==> src/rtl/adc_port_pkg.sv <==
package adc_port_pkg;
  typedef enum logic [1:0] {
    ST_IDLE,
    ST_CONV,
    ST_SLEEP,
    ST_WAKE
  } ctrl_state_e;
endpackage

==> src/rtl/adc_port_ctrl.sv <==
module adc_port_ctrl
  import adc_port_pkg::*;
#(
  parameter int SAMPLE_W    = 12,
  parameter int CONV_CYCLES = 380,
  parameter int WAKE_CYCLES = 600
) (
  input  logic                clk_i,
  input  logic                rst_ni,
  input  logic                cnv_lvl_i,
  input  logic                cnv_rise_i,
  input  logic                cnv_fall_i,
  input  logic [SAMPLE_W-1:0] sample_i,
  output logic                busy_o,
  output logic                sleep_o,
  output logic                load_o,
  output logic [SAMPLE_W-1:0] held_o
);
  localparam int MAX_CYC = (CONV_CYCLES > WAKE_CYCLES) ? CONV_CYCLES : WAKE_CYCLES;
  localparam int CW      = $clog2(MAX_CYC + 1);
  localparam logic [CW-1:0] CONV_LAST = CW'(CONV_CYCLES - 1);
  localparam logic [CW-1:0] WAKE_LAST = CW'(WAKE_CYCLES - 1);

  ctrl_state_e   state_q, state_d;
  logic [CW-1:0] cnt_q, cnt_d;
  logic          pend_q, pend_d;
  logic          hold_now;
  logic          tmo;

  assign tmo = (cnt_q == '0);

  always_comb begin
    state_d  = state_q;
    cnt_d    = cnt_q;
    pend_d   = pend_q;
    hold_now = 1'b0;
    unique case (state_q)
      ST_IDLE: if (cnv_fall_i) begin
        state_d  = ST_CONV;
        cnt_d    = CONV_LAST;
        hold_now = 1'b1;
      end
      ST_CONV: begin
        // falls here are ignored
        if (tmo) state_d = cnv_lvl_i ? ST_IDLE : ST_SLEEP;
        else     cnt_d = cnt_q - 1'b1;
      end
      ST_SLEEP: if (cnv_rise_i) begin
        state_d = ST_WAKE;
        cnt_d   = WAKE_LAST;
        pend_d  = 1'b0;
      end
      ST_WAKE: begin
        if (cnv_fall_i) pend_d = 1'b1;
        if (tmo) begin
          pend_d = 1'b0;
          if (pend_q || cnv_fall_i) begin
            state_d  = ST_CONV;
            cnt_d    = CONV_LAST;
            hold_now = 1'b1;
          end else begin
            state_d = ST_IDLE;
          end
        end else begin
          cnt_d = cnt_q - 1'b1;
        end
      end
      default: state_d = ST_IDLE;
    endcase
  end

  always_ff @(posedge clk_i or negedge rst_ni) begin
    if (!rst_ni) begin
      state_q <= ST_IDLE;
      cnt_q   <= '0;
      pend_q  <= 1'b0;
      held_o  <= '0;
    end else begin
      state_q <= state_d;
      cnt_q   <= cnt_d;
      pend_q  <= pend_d;
      if (hold_now) held_o <= sample_i;
    end
  end

  assign busy_o  = (state_q == ST_CONV) || (state_q == ST_WAKE && pend_q);
  assign sleep_o = (state_q == ST_SLEEP);
  assign load_o  = (state_q == ST_CONV) && tmo;
endmodule

==> config.mk <==
export PLATFORM = sky130hd
export DESIGN_NAME = adc_port_ctrl
export DESIGN_NICKNAME = d
export VERILOG_FILES = /design/src/rtl/adc_port_pkg.sv /design/src/rtl/adc_port_ctrl.sv
export SDC_FILE = /design/constraint.sdc
export NUM_CORES = 1
export LEC_CHECK = 0
export BUFFER_PORTS_ARGS = -buffer_cell sky130_fd_sc_hd__buf_2
export CORE_MARGIN = 5
export CORE_UTILIZATION = 35
export DETAILED_ROUTE_END_ITERATION = 10
export PLACE_DENSITY_LB_ADDON = 0.05
export SKIP_CTS_REPAIR_TIMING = 1
export SLEW_MARGIN = 0
export SYNTH_ARGS = -nofsm -noshare
export SYNTH_HDL_FRONTEND = slang
export SYNTH_SLANG_ARGS = --single-unit
==> constraint.sdc <==
create_clock -name clk_i -period 2.8 [get_ports clk_i]
set_input_delay 0 -clock clk_i [delete_from_list [all_inputs] [get_ports clk_i]]
set_output_delay 0 -clock clk_i [all_outputs]
set_load 0.05 [all_outputs]
# After elaboration in Yosys (flattened, before gate mapping)
# Index checks and enable logic that the tools add are counted.
[op_classes]
muxes = 21
eq_ne = 10
reduce_logical = 10
addsub = 1
[op_table]
columns = ["op", "n"]
rows = [
  ["$mux W10", 5],
  ["$pmux W10 S4", 1],
  ["$logic_not A10 Y1", 1],
  ["$mux W2", 5],
  ["$ne A2 B2 Y1 const B", 5],
  ["$sub A10 B1 Y10 const B", 1],
  ["$pmux W2 S4", 1],
  ["$reduce_and A4 Y1", 2],
  ["$mux W1", 7],
  ["$ne A3 B3 Y1 const B", 2],
  ["$eq A2 B2 Y1 const B", 2],
  ["$pmux W1 S2", 2],
  ["$reduce_and A3 Y1", 1],
  ["$eq A2 B1 Y1 const B", 1],
  ["$logic_and A1 B1 Y1", 2],
  ["$logic_not A2 Y1", 1],
  ["$logic_or A1 B1 Y1", 2],
  ["$reduce_bool A2 Y1", 1],
]
[word_totals]
regBits = 25
word_cells = 46
output_inout_bits = 15

# Longest topological paths before layout
[logic_depth]
depth_word = 4
depth_mapped = 7
ltp_nobuf = 6

# Least setup slack after synthesis
# Ideal clock, no wire load.
[synth_timing]
path_kind = "reg-to-reg"
start = "register cnt_q[3]"
end = "register held_o[0]"
period_less_slack_ps = 1991
arrival_time_ps = 1866
setup_slack_ps = 809
path_stages_with_launch = 7
t_required_ps = 2675
path_buffers = 2
cell_sequence = "dfrtp_1 > buf_6 > nor4_4 > nand3_4 > o31ai_4 > buf_12 > mux2_4"
[synth_between]
elab_chain_cells = 3
[synth_lines]
columns = ["element", "line", "rtl"]
rows = [
  ["from (decl)", "adc_port_ctrl.sv:25", "logic [CW-1:0] cnt_q, cnt_d;"],
  ["from (signal assigned)", "adc_port_ctrl.sv:80", "cnt_q <= cnt_d;"],
  ["$logic_not A10 Y1", "adc_port_ctrl.sv:30", "assign tmo = (cnt_q == '0);"],
  ["$mux W1", "adc_port_ctrl.sv:55", "if (tmo) begin"],
  ["$pmux W1 S2", "adc_port_ctrl.sv:37", "unique case (state_q)"],
  ["to (signal assigned)", "adc_port_ctrl.sv:82", "if (hold_now) held_o <= sample_i;"],
  ["to (decl)", "adc_port_ctrl.sv:17", "output logic [SAMPLE_W-1:0] held_o"],
]
# No other way between the ends.
# A chain may end at the register's enable or synchronous reset.

# Worst setup path in the final report
[layout_timing]
start = "register cnt_q[5]"
end = "register held_o[8]"
# Same word-level chain as after synthesis.

==> impl_results.html <==
<table>
<tr><th>Metric</th><th>Value</th></tr>
<tr><th colspan="2">Floorplanning</th></tr>
<tr><td>Initial core utilization</td><td>0.361</td></tr>
<tr><td>Total Die Area</td><td>5960 sq um</td></tr>
<tr><td>Core Area</td><td>4380 sq um</td></tr>
<tr><td>Number of top-level pins</td><td>32</td></tr>
<tr><td>Vertical die dimension</td><td>77.2 um</td></tr>
<tr><td>Total number of placement rows</td><td>24</td></tr>
<tr><td>Floorplan die width</td><td>77.2 um</td></tr>
<tr><th colspan="2">Cells and area</th></tr>
<tr><td>Antenna fix cells</td><td>0</td></tr>
<tr><td># nets final</td><td>218</td></tr>
<tr><td>Layout cells sized above 1</td><td>0.321</td></tr>
<tr><td>Combined area of the multi-input logic cells</td><td>875 sq um</td></tr>
<tr><td>Fillers</td><td>399</td></tr>
<tr><td>Final design utilization</td><td>0.447</td></tr>
<tr><td>Area added between synthesis and finish</td><td>23.8%</td></tr>
<tr><td>Finished Cell Area</td><td>1960 sq um</td></tr>
<tr><td>Register cell area after layout</td><td>626 sq um</td></tr>
<tr><th colspan="2">CTS</th></tr>
<tr><td>Root Buffer Master</td><td>sky130_fd_sc_hd__clkbuf_8</td></tr>
<tr><td>Later-pin clock latency in the skew report</td><td>280 ps</td></tr>
<tr><td>Clock tree buffer depth</td><td>2</td></tr>
<tr><td>Post-CTS clock slew at the launch and capture registers of the worst setup and hold paths</td><td>90 ps</td></tr>
<tr><td>CTS H-tree lvls</td><td>1</td></tr>
<tr><td>CTS Buf Count</td><td>3</td></tr>
<tr><td>TritonCTS clock tree</td><td>done</td></tr>
<tr><td>Count of clock tree sinks</td><td>25</td></tr>
<tr><th colspan="2">Placed design</th></tr>
<tr><td>Routability-driven placement congestion ratio</td><td>0.837</td></tr>
<tr><td>DP Area</td><td>1770 sq um</td></tr>
<tr><td>Port Buffers</td><td>31</td></tr>
<tr><td>Placed wire-length estimate after detailed placement</td><td>2710 um</td></tr>
<tr><th colspan="2">Route</th></tr>
<tr><td>Ratio of routed vias to standard cells</td><td>5.60</td></tr>
<tr><td>Sum of routed wire length over all layers</td><td>3850 um</td></tr>
<tr><td>Vias after detailed routing</td><td>1371</td></tr>
<tr><td>Routed length per placed instance</td><td>15.7 um</td></tr>
<tr><td>Number of DRC markers in iteration 0</td><td>55</td></tr>
<tr><td>Iteration count of the initial detailed-routing pass</td><td>4</td></tr>
<tr><td>Drc violations</td><td>0</td></tr>
<tr><td>Antenna-violating nets left</td><td>0</td></tr>
<tr><th colspan="2">Hold path</th></tr>
<tr><td>Capture endpoint of the worst hold path</td><td>pend_q</td></tr>
<tr><td>Cell count of the worst hold path</td><td>3</td></tr>
<tr><td>HP Start</td><td>cnv_rise_i</td></tr>
<tr><td>Hold Path Class</td><td>input port to flop</td></tr>
<tr><th colspan="2">Synthesis</th></tr>
<tr><td>Yosys warns</td><td>0</td></tr>
<tr><td>Dominant synthesized flop cell</td><td>sky130_fd_sc_hd__dfrtp_1</td></tr>
<tr><td>Synth cell types</td><td>47</td></tr>
<tr><td>Fraction of the yosys area taken by sequential cells</td><td>0.396</td></tr>
<tr><td>Instance count of the mapped netlist</td><td>148</td></tr>
<tr><td>Post-synth net total</td><td>172</td></tr>
<tr><td>Post-synthesis register bit count</td><td>25</td></tr>
<tr><td>Avg Cell Area, Syn</td><td>10.7 sq um</td></tr>
<tr><td>Post-synthesis async set-or-reset flop share</td><td>1.00</td></tr>
<tr><td>EDFF count, synth</td><td>0</td></tr>
<tr><td>Summed instance area of the synthesized netlist</td><td>1580 sq um</td></tr>
<tr><th colspan="2">Critical path</th></tr>
<tr><td>Crit start category</td><td>flop</td></tr>
<tr><td>Kind of capture point of the worst setup path</td><td>flop</td></tr>
<tr><td>List of cells traversed by the critical path</td><td>nor4_4 &gt; nand3_4 &gt; o31ai_4 &gt; buf_4 &gt; mux2_2</td></tr>
<tr><td>Worst EP arrival</td><td>2400 ps</td></tr>
<tr><td>R2R depth</td><td>5</td></tr>
<tr><td>Critical-path cell with the highest stage delay</td><td>sky130_fd_sc_hd__nor4_4</td></tr>
<tr><td>Setup Crit Path Kind</td><td>flop to flop</td></tr>
<tr><td>Reg2Reg Capture Point</td><td>held_o[8]</td></tr>
<tr><td>Largest stage delay on the critical path</td><td>590 ps</td></tr>
<tr><td>Required time worst endpoint</td><td>2970 ps</td></tr>
<tr><td>Critical Path Fanout Max</td><td>12</td></tr>
<tr><td>Worst reg2reg path startpoint</td><td>cnt_q[5]</td></tr>
<tr><td>R2r setup slk</td><td>580 ps</td></tr>
<tr><th colspan="2">Timing</th></tr>
<tr><td>Number of setup violations in the final report</td><td>0</td></tr>
<tr><td>Clock skew after layout</td><td>1.24 ps</td></tr>
<tr><td>Part of the cycle the worst path needs</td><td>0.795</td></tr>
<tr><td>Worst rel slew slack</td><td>0.615</td></tr>
<tr><td>Number of hold violations in the final report</td><td>0</td></tr>
<tr><td>Worst-case hold slack</td><td>51.7 ps</td></tr>
<tr><td>Unrepaired setup endpoints after global routing</td><td>no</td></tr>
<tr><td>Maximum frequency from static timing analysis</td><td>449 MHz</td></tr>
<tr><td>Slew @ Worst Pin</td><td>577 ps</td></tr>
<tr><td>Sum of negative setup slack</td><td>0 ps</td></tr>
<tr><td>Max Transition Viols Final</td><td>0</td></tr>
<tr><td>Min cycle time layout</td><td>2220 ps</td></tr>
<tr><th colspan="2">GRT</th></tr>
<tr><td>All-Layer GR Usage</td><td>0.128</td></tr>
<tr><td>Pin count of the biggest net entering global routing</td><td>26</td></tr>
<tr><td>Total congestion overflow</td><td>0</td></tr>
<tr><td>Initial antenna violation count</td><td>0</td></tr>
<tr><td>Global-route wire length before repair</td><td>6420 um</td></tr>
<tr><td>Via count of the first global-routing pass</td><td>1297</td></tr>
<tr><th colspan="2">Power and ir drop</th></tr>
<tr><td>Static leakage</td><td>0.911 nW</td></tr>
<tr><td>Power density of the placed cells</td><td>319 nW/um^2</td></tr>
<tr><td>Peak VDD IR</td><td>0.000194 V</td></tr>
<tr><th colspan="2">Job</th></tr>
<tr><td>Max cap viols</td><td>0</td></tr>
<tr><th colspan="2">Status</th></tr>
<tr><td>Result of the run</td><td>finished clean</td></tr>
</table>
-- layout by cell type, fill, tap and decap left out, types with 3 or more instances in the layout --
master                          instances
sky130_fd_sc_hd__nor2b_1                3
sky130_fd_sc_hd__o21ai_0                7
sky130_fd_sc_hd__mux2_4                10
sky130_fd_sc_hd__dlygate4sd3_1         14
sky130_fd_sc_hd__nand3_1                3
sky130_fd_sc_hd__buf_2                 31
sky130_fd_sc_hd__ha_1                   7
sky130_fd_sc_hd__nand2_1                6
sky130_fd_sc_hd__inv_1                  9
sky130_fd_sc_hd__dfrtp_1               25
sky130_fd_sc_hd__clkbuf_8               3
sky130_fd_sc_hd__a21oi_1                5
sky130_fd_sc_hd__a31oi_1                8
sky130_fd_sc_hd__nor2_1                12
sky130_fd_sc_hd__o211ai_1               5
sky130_fd_sc_hd__nor3_1                 5
-- per-layer routing --
metal / track usage / share of wire / wire [um]
met3: 0.0304 / 0.077 / 296
met1: 0.165 / 0.43 / 1640
met4: 0.0344 / 0.0075 / 29
met2: 0.215 / 0.49 / 1880
met5: 0 / 0 / 0
-- synth_stat cells (2+ instances only) --
| library cell | instances | share of area |
|---|---|---|
| sky130_fd_sc_hd__a21oi_1 | 5 | 0.016 |
| sky130_fd_sc_hd__a22o_1 | 2 | 0.011 |
| sky130_fd_sc_hd__a31o_2 | 2 | 0.011 |
| sky130_fd_sc_hd__a31oi_1 | 8 | 0.032 |
| sky130_fd_sc_hd__a41oi_1 | 2 | 0.011 |
| sky130_fd_sc_hd__clkbuf_1 | 2 | 0.0047 |
| sky130_fd_sc_hd__dfrtp_1 | 25 | 0.40 |
| sky130_fd_sc_hd__ha_1 | 7 | 0.055 |
| sky130_fd_sc_hd__inv_1 | 9 | 0.021 |
| sky130_fd_sc_hd__mux2_2 | 2 | 0.014 |
| sky130_fd_sc_hd__mux2_4 | 10 | 0.095 |
| sky130_fd_sc_hd__nand2_1 | 6 | 0.014 |
| sky130_fd_sc_hd__nand3_1 | 3 | 0.0095 |
| sky130_fd_sc_hd__nor2_1 | 12 | 0.028 |
| sky130_fd_sc_hd__nor2b_1 | 3 | 0.012 |
| sky130_fd_sc_hd__nor3_1 | 5 | 0.016 |
| sky130_fd_sc_hd__nor3b_1 | 2 | 0.0095 |
| sky130_fd_sc_hd__nor4_4 | 2 | 0.027 |
| sky130_fd_sc_hd__o211ai_1 | 5 | 0.024 |
| sky130_fd_sc_hd__o21ai_0 | 7 | 0.022 |
| sky130_fd_sc_hd__o221ai_1 | 2 | 0.011 |
| sky130_fd_sc_hd__or2_2 | 2 | 0.0079 |
-- power by group --
group / internal [W] / switching [W] / leakage (nW) / total (W)
logic: 0.0000212 / 0.0000134 / 0.565 / 0.0000346
registers: 0.000361 / 0 / 0.324 / 0.000361
clock network: 0.000101 / 0.000127 / 0.0217 / 0.000228
total: 0.000483 / 0.000141 / 0.911 / 0.000624
-- cell type report --
| class | count | share of cell area |
|---|---|---|
| multi-input cells | 108 | 0.447 |
| flip-flops and latches | 25 | 0.319 |
| repair buffers | 47 | 0.158 |
| well taps | 52 | 0.0332 |
| clock buffers | 3 | 0.0211 |
| inverters | 9 | 0.0173 |
| clock inverters | 1 | 0.00383 |
-- state kept, by name, summed over array words and instances (netlist names), named ones only --
signal,count
held_o,12
cnt_q,10
state_q,1
pend_q,1
-- worst max path at each step --
stage           endpoint  slack, ps     start  cells past startpoint
2_1_floorplan  held_o[0]        810  cnt_q[3]                      6
3_3_place_gp   held_o[7]        670  cnt_q[5]                      5
3_5_place_dp   held_o[8]        620  cnt_q[5]                      5
4_1_cts        held_o[8]        620  cnt_q[5]                      5
5_1_grt        held_o[8]        510  cnt_q[5]                      5
6_report       held_o[8]        580  cnt_q[5]                      5
-- cells by family (layout without fill, tap and decap cells) --
logic type	count (synthesis)	count (layout)	synth area share
and+or+nand+nor	44	44	0.172
muxes	13	13	0.116
buffers and inverters	15	60	0.0514
AOI/OAI and AO/OA	44	44	0.210
DFF	25	25	0.396
adders and majority gates	7	7	0.0554
-- metrics by stage --
step	power, W	instances	setup WS, ps
3_3_place_gp	0.000388	227	675
6_report	0.000624	245	575
3_5_place_dp	0.000388	227	623
2_1_floorplan	0.000369	148	809
5_1_grt	0.000646	245	509
4_1_cts	0.000624	231	616
-- worst max-delay path: cells and delay by family, from the launching register on --
family / cells / cell delay, ps
AO/OA/AOI/OAI: 1 / 240
buffers and inverters: 1 / 270
flip-flops: 1 / 480
multiplexers: 1 / 360
AND/OR/NAND/NOR: 2 / 770
(Power assumes the default switching activity.)
